--- src/rtl/excu_pkg.sv ---
package excu_pkg;

  typedef enum logic [2:0] {
    OP_OTHER = 3'd0,
    OP_LDW   = 3'd1,
    OP_ADDS  = 3'd2,
    OP_ADDIS = 3'd3,
    OP_ADDU  = 3'd4,
    OP_ADDIU = 3'd5
  } op_e;

  localparam int CAUSE_W = 5;

  localparam logic [CAUSE_W-1:0] CAUSE_NONE  = 5'd0;
  localparam logic [CAUSE_W-1:0] CAUSE_ALIGN = 5'd4;
  localparam logic [CAUSE_W-1:0] CAUSE_OVF   = 5'd12;

endpackage

--- src/rtl/excu_ea_calc.sv ---
module excu_ea_calc #(
  parameter int XLEN        = 32,
  parameter int IMM_W       = 16,
  parameter int ALIGN_BYTES = 4
) (
  input  logic [XLEN-1:0]  base,
  input  logic [IMM_W-1:0] imm,
  output logic [XLEN-1:0]  ea,
  output logic             misaligned
);
  localparam int LSB = (ALIGN_BYTES > 1) ? $clog2(ALIGN_BYTES) : 1;

  logic [XLEN-1:0] imm_ext;

  always_comb begin
    imm_ext = {{(XLEN-IMM_W){imm[IMM_W-1]}}, imm};
    ea      = base + imm_ext;
  end

  generate
    if (ALIGN_BYTES > 1) begin : g_chk
      assign misaligned = |ea[LSB-1:0];
    end else begin : g_nochk
      assign misaligned = 1'b0;
    end
  endgenerate

  // the low offset bits pass straight into the sum (no carry below bit 0)
  always_comb begin
    assert_ea_low_bit_R1: assert (ea[0] == (base[0] ^ imm[0]));
  end

endmodule

--- src/rtl/excu_ovf_det.sv ---
module excu_ovf_det #(
  parameter int XLEN = 32
) (
  input  logic [XLEN-1:0] opa,
  input  logic [XLEN-1:0] opb,
  input  logic [XLEN-1:0] sum,
  output logic            ovf
);
  logic sa, sb, ss;

  always_comb begin
    sa  = opa[XLEN-1];
    sb  = opb[XLEN-1];
    ss  = sum[XLEN-1];
    ovf = (sa == sb) && (ss != sa);
  end

  // operands of opposite sign can never overflow
  always_comb begin
    assert_mixed_sign_safe_R3: assert (!((sa != sb) && ovf));
  end

endmodule

--- src/rtl/excu_capture.sv ---
module excu_capture
  import excu_pkg::*;
#(
  parameter int XLEN = 32
) (
  input  logic               clk,
  input  logic               rst,
  input  logic               raise,
  input  logic [CAUSE_W-1:0] code,
  input  logic [XLEN-1:0]    pc,
  input  logic [XLEN-1:0]    badva_in,
  input  logic               badva_we,
  input  logic               clr,
  output logic               valid_q,
  output logic [CAUSE_W-1:0] cause_q,
  output logic [XLEN-1:0]    epc_q,
  output logic [XLEN-1:0]    badva_q
);

  always_ff @(posedge clk) begin
    if (rst) begin
      valid_q <= 1'b0;
      cause_q <= CAUSE_NONE;
      epc_q   <= '0;
      badva_q <= '0;
    end else if (raise) begin
      valid_q <= 1'b1;
      cause_q <= code;
      epc_q   <= pc;
      if (badva_we) badva_q <= badva_in;
    end else if (clr) begin
      valid_q <= 1'b0;
      cause_q <= CAUSE_NONE;
    end
  end

  // faulting instruction address captured
  assert_epc_capture_R5: assert property (@(posedge clk) disable iff (rst)
    raise |=> (epc_q == $past(pc)));

  // overflow keeps the old bad address
  assert_badva_hold_R6: assert property (@(posedge clk) disable iff (rst)
    (raise && !badva_we) |=> (badva_q == $past(badva_q)));

  // clear without a new exception empties the flag
  assert_clear_R8: assert property (@(posedge clk) disable iff (rst)
    (clr && !raise) |=> (!valid_q && cause_q == CAUSE_NONE));

  // a new exception wins over a clear
  assert_raise_wins_R8: assert property (@(posedge clk) disable iff (rst)
    raise |=> valid_q);

endmodule

--- src/rtl/excu_top.sv ---
module excu_top
  import excu_pkg::*;
#(
  parameter int XLEN        = 32,
  parameter int IMM_W       = 16,
  parameter int ALIGN_BYTES = 4
) (
  input  logic               clk,
  input  logic               rst,
  input  logic               in_valid,
  output logic               in_ready,
  input  logic [XLEN-1:0]    in_pc,
  input  logic [2:0]         in_op,
  input  logic [XLEN-1:0]    in_base,
  input  logic [IMM_W-1:0]   in_imm,
  input  logic [XLEN-1:0]    in_opa,
  input  logic [XLEN-1:0]    in_opb,
  input  logic [XLEN-1:0]    in_sum,
  input  logic               in_wr_req,
  input  logic               clr_exc,
  output logic [XLEN-1:0]    eff_addr,
  output logic               exc_raise,
  output logic               wb_en,
  output logic               exc_valid_q,
  output logic [CAUSE_W-1:0] cause_q,
  output logic [XLEN-1:0]    epc_q,
  output logic [XLEN-1:0]    badva_q
);

  logic               misal;
  logic               ovf;
  logic               is_load;
  logic               is_sadd;
  logic               is_uadd;
  logic               align_err;
  logic               ovf_err;
  logic [CAUSE_W-1:0] code;

  excu_ea_calc #(
    .XLEN(XLEN), .IMM_W(IMM_W), .ALIGN_BYTES(ALIGN_BYTES)
  ) i_ea (
    .base(in_base), .imm(in_imm), .ea(eff_addr), .misaligned(misal)
  );

  excu_ovf_det #(.XLEN(XLEN)) i_ovf (
    .opa(in_opa), .opb(in_opb), .sum(in_sum), .ovf(ovf)
  );

  always_comb begin
    in_ready  = 1'b1;
    is_load   = in_valid && (in_op == OP_LDW);
    is_sadd   = in_valid && ((in_op == OP_ADDS) || (in_op == OP_ADDIS));
    is_uadd   = (in_op == OP_ADDU) || (in_op == OP_ADDIU);
    align_err = is_load && misal;
    ovf_err   = is_sadd && ovf && !align_err;
    exc_raise = align_err || ovf_err;
    if (align_err)    code = CAUSE_ALIGN;
    else if (ovf_err) code = CAUSE_OVF;
    else              code = CAUSE_NONE;
    wb_en     = in_valid && in_wr_req && !exc_raise;
  end

  excu_capture #(.XLEN(XLEN)) i_cap (
    .clk(clk), .rst(rst),
    .raise(exc_raise), .code(code), .pc(in_pc),
    .badva_in(eff_addr), .badva_we(align_err), .clr(clr_exc),
    .valid_q(exc_valid_q), .cause_q(cause_q),
    .epc_q(epc_q), .badva_q(badva_q)
  );

  // misaligned word load is recorded as an address error
  assert_misaligned_load_R2: assert property (@(posedge clk) disable iff (rst)
    (in_valid && in_op == OP_LDW && eff_addr[1:0] != 2'b00)
      |=> (exc_valid_q && cause_q == CAUSE_ALIGN));

  // signed add with same-sign inputs and flipped result sign traps
  assert_signed_ovf_R3: assert property (@(posedge clk) disable iff (rst)
    (in_valid && (in_op == OP_ADDS || in_op == OP_ADDIS) &&
     in_opa[XLEN-1] == in_opb[XLEN-1] && in_sum[XLEN-1] != in_opa[XLEN-1])
      |=> (exc_valid_q && cause_q == CAUSE_OVF));

  // unsigned forms never trap
  assert_no_unsigned_trap_R4: assert property (@(posedge clk) disable iff (rst)
    is_uadd |-> !exc_raise);

  // write-back is cancelled for a faulting instruction
  assert_wb_blocked_R7: assert property (@(posedge clk) disable iff (rst)
    exc_raise |-> !wb_en);

  // idle cycles leave the capture state untouched
  assert_idle_hold_R10: assert property (@(posedge clk) disable iff (rst)
    (!in_valid && !clr_exc) |=> ($stable(exc_valid_q) && $stable(cause_q) &&
                                  $stable(epc_q) && $stable(badva_q)));

endmodule

--- config.mk ---
export PLATFORM = sky130hd
export DESIGN_NAME = excu_top
export DESIGN_NICKNAME = d
export VERILOG_FILES = /design/src/rtl/excu_pkg.sv /design/src/rtl/excu_ea_calc.sv /design/src/rtl/excu_ovf_det.sv /design/src/rtl/excu_capture.sv /design/src/rtl/excu_top.sv
export SDC_FILE = /design/constraint.sdc
export NUM_CORES = 1
export LEC_CHECK = 0
export ABC_CLOCK_PERIOD_IN_PS = 5950
export BUFFER_PORTS_ARGS = -buffer_cell sky130_fd_sc_hd__clkbuf_2
export CAP_MARGIN = 10
export CORE_AREA = 2 2 112 114
export CTS_CLUSTER_DIAMETER = 80
export DETAILED_ROUTE_END_ITERATION = 8
export DIE_AREA = 0 0 114 116
export PLACE_DENSITY = 0.77
export SLEW_MARGIN = 30
export SYNTH_ARGS = -nofsm -noshare
export SYNTH_HDL_FRONTEND = slang
export SYNTH_SLANG_ARGS = --single-unit
--- constraint.sdc ---
create_clock -name clk -period 5.95 [get_ports clk]
set_input_delay 0.2975 -clock clk [delete_from_list [all_inputs] [get_ports clk]]
set_output_delay 0.2975 -clock clk [all_outputs]
set_load 0.02 [all_outputs]
==> results_dict.tcl, run 1 <==
set metrics [dict create \
    ys.flop_type "dfxtp_1" \
    drt_first_pass_iters 5 \
    tightestPinTransition_ns 0.936 \
    status "finished clean" \
    r2r-start "i_cap.badva_q[18]" \
    cts_root_buffer "clkbuf_16" \
    synth_compound_area_frac 0.254 \
    wirelength_mm 13.2 \
    endpoint_kind "output port" \
    grt_max_degree 57 \
    final_cell_mix "clkbuf_2, nand2_1, a21oi_1, dfxtp_1, ha_1" \
    power_frac_clock 0.362 \
    grt_pass1_vias 4058 \
    core_um2 11900 \
    grtUsageMet1 0.251 \
    synth_top_area_share 0.315 \
    syn_inst 558 \
    fin_tns_setup_ns 0 \
    ios 289 \
    die_x_um 114 \
    reg2reg_slack_ns 5.10 \
    relSlewSlack 0.376 \
    whs_endpoint "i_cap.epc_q[6]" \
    io_buffers 191 \
    worstRegToRegCells 2 \
    nets 945 \
    nFillCells 1228 \
    setup_viol 0 \
    min_path_type "in -> reg" \
    finClkSkew_ns 0 \
    synthTopCellsByArea "dfxtp_1, nand2_1, a21oi_1, ha_1, xnor2_1" \
    multi_input_area_um2 2690 \
    yosys.area_share.simple 0.217 \
    htreeDepth 3 \
    drt.antenna.violating_nets 0 \
    synth-adder-area-share 0.0973 \
    synth_xor_area_frac 0.0627 \
    cts_sinks 66 \
    rsz0062_at_grt "false" \
    ys_warn_count 0 \
    track_usage 0.193 \
    post_cts_resized 0 \
    grt_pass1_wl_mm 20.3 \
    diodes 0 \
    cp.required_ns 5.65 \
    pwr-share-seq 0.317 \
    power_switching_share 0.351 \
    cts-hold-fix-buffers 0 \
    p_switching_uw 511 \
    synth_top_family_by_area "compound AO/OA/AOI/OAI gates" \
    intPower_uw 946 \
    crit_fanout 17 \
    cts.path.max_buffers 2 \
    cts_setup_buffers 0 \
    slew_violations 0 \
    min_path_cells 3 \
    drtIter0Drc 318 \
    grt_use_met2 0.315 \
    rows 40 \
    fin_crit_ns 3.33 \
    final_common_cell "clkbuf_2" \
    cts_tree "yes" \
    drc_errors 0 \
    routed-via-count 4558 \
    reg2reg_to "i_cap.badva_q[18]" \
    start_util 0.352 \
    syn_area_um2 4190 \
    dp_slack_ns 2.75 \
    ys_types 53 \
    finalWorstSetupSlack_ns 2.62 \
    gp_congestion 0.923 \
    p_comb_frac 0.321 \
    cts_buffers 9 \
    seq_area_frac_synth 0.315 \
    regArea_um2 1320 \
    p_leak_uw 0.00250 \
    wl_per_cell_um 15.0 \
    hold_viol 0 \
    avgSynthCellArea_um2 7.51 \
    clk_pin_slew_ns 0.06 \
    p_per_area_nw_per_um2 265 \
    synth_largest_area_cell "dfxtp_1" \
    use_met3 0.0434 \
    fmax_ghz 0.300 \
    syn2layout_area_growth_pct 31.3 \
    grt_antenna_before_repair 0 \
    muxShareOfSynthArea 0.00746 \
    synth-seq-cells 66 \
    vdd_drop_max_mv 0.119 \
    clk_latency_ns 0.32 \
    dieArea_um2 13200 \
    routed_via_density 5.17 \
    hp-start "in_pc[6]" \
    ys_async_sr_fraction 0 \
    layout-drive-gt1-share 0.301 \
    cap_violations 0 \
    busiest_layer "met2" \
    grt.overflow.total 0 \
    die_h_um 116 \
    critical_path_class "in -> out" \
    start_kind "primary input" \
    finalCritPeriodShare 0.559 \
    arrival_ns 3.03 \
    dp_hpwl_mm 10.7 \
    synth_edf_count 0 \
]
[logic make-up (layout without fill, tap and decap cells)]
kind of cell,after synthesis,in the layout
buf+inv,44,218
mux,3,3
xor+xnor,30,30
simple gates,208,208
fa+ha+maj,32,32
flops,66,66
other cells,2,4
compound gates,173,173
[Yosys cell counts, types with 5 or more instances]
cell	n
o211ai_1	6
ha_1	31
nand2b_1	6
a31oi_1	9
nor2_1	25
a22o_1	11
o21ai_0	22
dfxtp_1	66
nor3_1	7
a21o_1	7
a21oi_1	91
buf_4	5
xnor2_1	21
xor2_1	9
clkbuf_1	25
inv_1	8
nand3_1	15
nand2_1	128
[sequential cells by signal, summed over array words and instances, names as in the netlist]
register / flops
i_cap.epc_q: 32
i_cap.badva_q: 32
i_cap.cause_q: 2
[power groups by stage]
stage          sequential, uW  clock, uW  combinational (uW)
5_1_grt                   463        559                 506
6_report                  462        527                 468
2_1_floorplan             487          0                 292
3_5_place_dp              472          0                 465
4_1_cts                   462        542                 467
3_3_place_gp              471          0                 464
[per-layer routing]
metal,up-vias,wire length [um]
li1,2296,-
met1,2058,5810
met2,176,6210
met3,28,880
met4,0,316
met5,-,0
[worst max-delay path: stages]
cell,delay [ns]
clkbuf_2,0.26
ha_1,0.56
nand4_1,0.27
nor4_1,0.70
inv_1,0.11
a311oi_1,0.28
a21oi_1,0.10
xnor2_1,0.23
clkbuf_2,0.22
[how the worst max path moves through the flow]
| stage | startpoint | endpoint | slack [ns] | depth (start not counted) |
|---|---|---|---|---|
| after floorplan | in_base[0] | i_cap.epc_q[22] | 3.48 | 9 |
| after global placement | in_imm[15] | eff_addr[31] | 2.80 | 9 |
| after detailed placement | in_imm[15] | eff_addr[31] | 2.75 | 9 |
| after CTS | in_imm[15] | eff_addr[31] | 2.74 | 9 |
| after global routing | in_imm[15] | eff_addr[31] | 2.55 | 9 |
| final | in_imm[15] | eff_addr[31] | 2.62 | 9 |
[area by class of cell]
type,count,share of cell area
inverter,8,0.00546
clock buffer,9,0.0409
clock inverter,7,0.0136
timing repair buffer,194,0.178
sequential,66,0.240
tap,147,0.0334
multi-input combinational,450,0.489
[stage by stage]
stage	total power, uW	utilization	instances	cell area, um2	hold slack (ns)
after floorplan	780	-	560	4200	0.438
after global placement	935	0.437	865	5200	0.438
after detailed placement	937	0.437	865	5200	0.443
after CTS	1470	0.462	881	5500	0.176
after global routing	1530	0.462	881	5500	0.197
final	1460	0.462	881	5500	0.188
No activity file was read; power rests on OpenSTA's default activity.
==> run 2: changes to the inputs <==
--- a/config.mk
+++ b/config.mk
@@ -5,14 +5,14 @@
 export SDC_FILE = /design/constraint.sdc
 export NUM_CORES = 1
 export LEC_CHECK = 0
-export ABC_CLOCK_PERIOD_IN_PS = 5950
+export ABC_CLOCK_PERIOD_IN_PS = 3050
 export BUFFER_PORTS_ARGS = -buffer_cell sky130_fd_sc_hd__clkbuf_2
 export CAP_MARGIN = 10
-export CORE_AREA = 2 2 112 114
+export CORE_ASPECT_RATIO = 0.6
+export CORE_UTILIZATION = 38
 export CTS_CLUSTER_DIAMETER = 80
 export DETAILED_ROUTE_END_ITERATION = 8
-export DIE_AREA = 0 0 114 116
-export PLACE_DENSITY = 0.77
+export PLACE_DENSITY = 0.85
 export SLEW_MARGIN = 30
 export SYNTH_ARGS = -nofsm -noshare
 export SYNTH_HDL_FRONTEND = slang
==> constraint.sdc (replaced) <==
create_clock -name clk -period 3.05 [get_ports clk]
set_input_delay 0.1525 -clock clk [delete_from_list [all_inputs] [get_ports clk]]
set_output_delay 0.1525 -clock clk [all_outputs]
set_load 0.02 [all_outputs]
==> results_dict.tcl, run 2 (synthesized netlist as in run 1, its figures left out) <==
set metrics [dict create \
    cts_root_buffer "clkbuf_16" \
    drt.antenna.violating_nets 0 \
    relSlewSlack 0.596 \
    rows 29 \
    critical_path_buf_inv_count 2 \
    layout-drive-gt1-share 0.314 \
    cts_setup_buffers 0 \
    nets 956 \
    arrival_ns 2.65 \
    met2WireLength_mm 5.32 \
    clk_latency_ns 0.33 \
    grt_pass1_wl_mm 20.5 \
    crit_family "simple AND/OR/NAND/NOR gates" \
    largestRegisters "i_cap.badva_q: 32 flops, i_cap.epc_q: 32 flops, i_cap.cause_q: 2 flops" \
    slew_violations 0 \
    dp_hpwl_mm 10.5 \
    routed-via-count 4623 \
    reg2reg_slack_ns 2.23 \
    grt_antenna_before_repair 0 \
    cts_buffers 9 \
    cts.path.max_buffers 2 \
    top_layer_used "met4" \
    wirelength_met1_mm 6.35 \
    fin_cells 884 \
    worstRegToRegCells 2 \
    io_buffers 191 \
    vdd_drop_max_mv 0.285 \
    die_x_um 138 \
    critical_path_class "in -> out" \
    placed_area_um2 5280 \
    crit_fanout 17 \
    clk_pin_slew_ns 0.06 \
    p_per_area_nw_per_um2 530 \
    p_leak_uw 0.00257 \
    cts_tree "yes" \
    min_path_cells 3 \
    post-route-cell-area_um2 5610 \
    cts-hold-fix-buffers 0 \
    htreeDepth 3 \
    dp.cells 868 \
    grt_pass1_vias 4072 \
    wl_per_cell_um 14.9 \
    slowest_delay_ns 0.56 \
    start_kind "primary input" \
    gp_congestion 0.949 \
    hold_viol 0 \
    fmax_ghz 0.357 \
    cp.required_ns 2.90 \
    drtIter0Drc 317 \
    grt.overflow.total 0 \
    routed_via_density 5.23 \
    status "finished clean" \
    syn2layout_area_growth_pct 33.8 \
    wirelength_mm 13.2 \
    rsz0062_at_grt "false" \
    finClkSkew_ns 0 \
    tightestPinTransition_ns 0.606 \
    start_util 0.394 \
    drt_first_pass_iters 5 \
    cap_violations 0 \
    fin_tns_setup_ns 0 \
    final_cell_mix "clkbuf_2, nand2_1, a21oi_1, dfxtp_1, ha_1" \
    path_cells "clkbuf_2, ha_1, nand4_1, nor4_1, nand3_1, a21oi_1, a21oi_1, xnor2_1, clkbuf_2" \
    diodes 0 \
    core_um2 10600 \
    nFillCells 1029 \
    cp_slowest_cell "ha_1" \
    track_usage 0.230 \
    finalCritPeriodShare 0.919 \
    r2r-start "i_cap.badva_q[18]" \
    min_path_type "in -> reg" \
    grt_max_degree 48 \
    post_cts_resized 0 \
    final_common_cell "clkbuf_2" \
    dieArea_um2 11500 \
    hp-start "in_pc[27]" \
    ios 289 \
    endpoint_kind "output port" \
    setup_viol 0 \
    die_h_um 83.3 \
    reg2reg_to "i_cap.badva_q[18]" \
    fin_crit_ns 2.80 \
    whs_endpoint "i_cap.epc_q[27]" \
    cts_sinks 66 \
    drc_errors 0 \
    met3_length_mm 1.34 \
]
## run 2: cell count changes in the layout (fill, tap and decap cells not counted), sizes merged
| cell | previous run | this run |
|---|---|---|
| buf | 3 | 14 |
| bufinv | 1 | 2 |
| clkinv | 4 | 3 |
## run 2: cell type report
class	instances	area (um2)	area share
Multi-Input combinational cell	450	2690	0.481
Clock buffer	9	225	0.0402
Sequential cell	66	1320	0.236
Tap cell	139	174	0.0310
Clock inverter	7	100	0.0179
Timing Repair Buffer	205	1060	0.189
Inverter	8	30.0	0.00536
## run 2: through the flow
stage | utilization | setup slack, ns | power, uW | hold slack [ns]
after detailed placement | 0.496 | 0.315 | 1830 | 0.386
after CTS | 0.527 | 0.308 | 2990 | 0.0325
after global routing | 0.527 | 0.103 | 3120 | 0.0356
after global placement | 0.496 | 0.280 | 1830 | 0.381
after floorplan | - | 0.724 | 1520 | 0.293
final | 0.527 | 0.247 | 2970 | 0.0439
## run 2: how the worst max path moves through the flow
stage / startpoint / end / slack, ns / depth (start not counted)
6_report: in_imm[15] / eff_addr[29] / 0.25 / 9
5_1_grt: in_imm[15] / eff_addr[31] / 0.10 / 9
4_1_cts: in_imm[15] / eff_addr[31] / 0.31 / 9
3_5_place_dp: in_imm[15] / eff_addr[31] / 0.32 / 9
3_3_place_gp: in_imm[15] / eff_addr[29] / 0.28 / 9
2_1_floorplan: in_base[0] / i_cap.epc_q[22] / 0.72 / 9
## run 2: report_power, final
part | internal [uW] | total [uW] | switching [uW] | leakage, uW
clock | 723 | 1140 | 418 | 0.000160
combinational | 332 | 927 | 595 | 0.00187
sequential | 888 | 901 | 12.9 | 0.000534
## run 2: layer usage
| metal | vias up | track usage |
|---|---|---|
| met1 | 2028 | 0.331 |
| met5 | - | 0 |
| met2 | 246 | 0.336 |
| met4 | 0 | 0.0519 |
| li1 | 2327 | - |
| met3 | 22 | 0.0659 |
## run 2: worst register-to-register path: cells and delay by family (launching register included)
| kind | cells | cell delay [ns] |
|---|---|---|
| AOI/OAI and AO/OA | 2 | 0.37 |
| DFF | 1 | 0.31 |
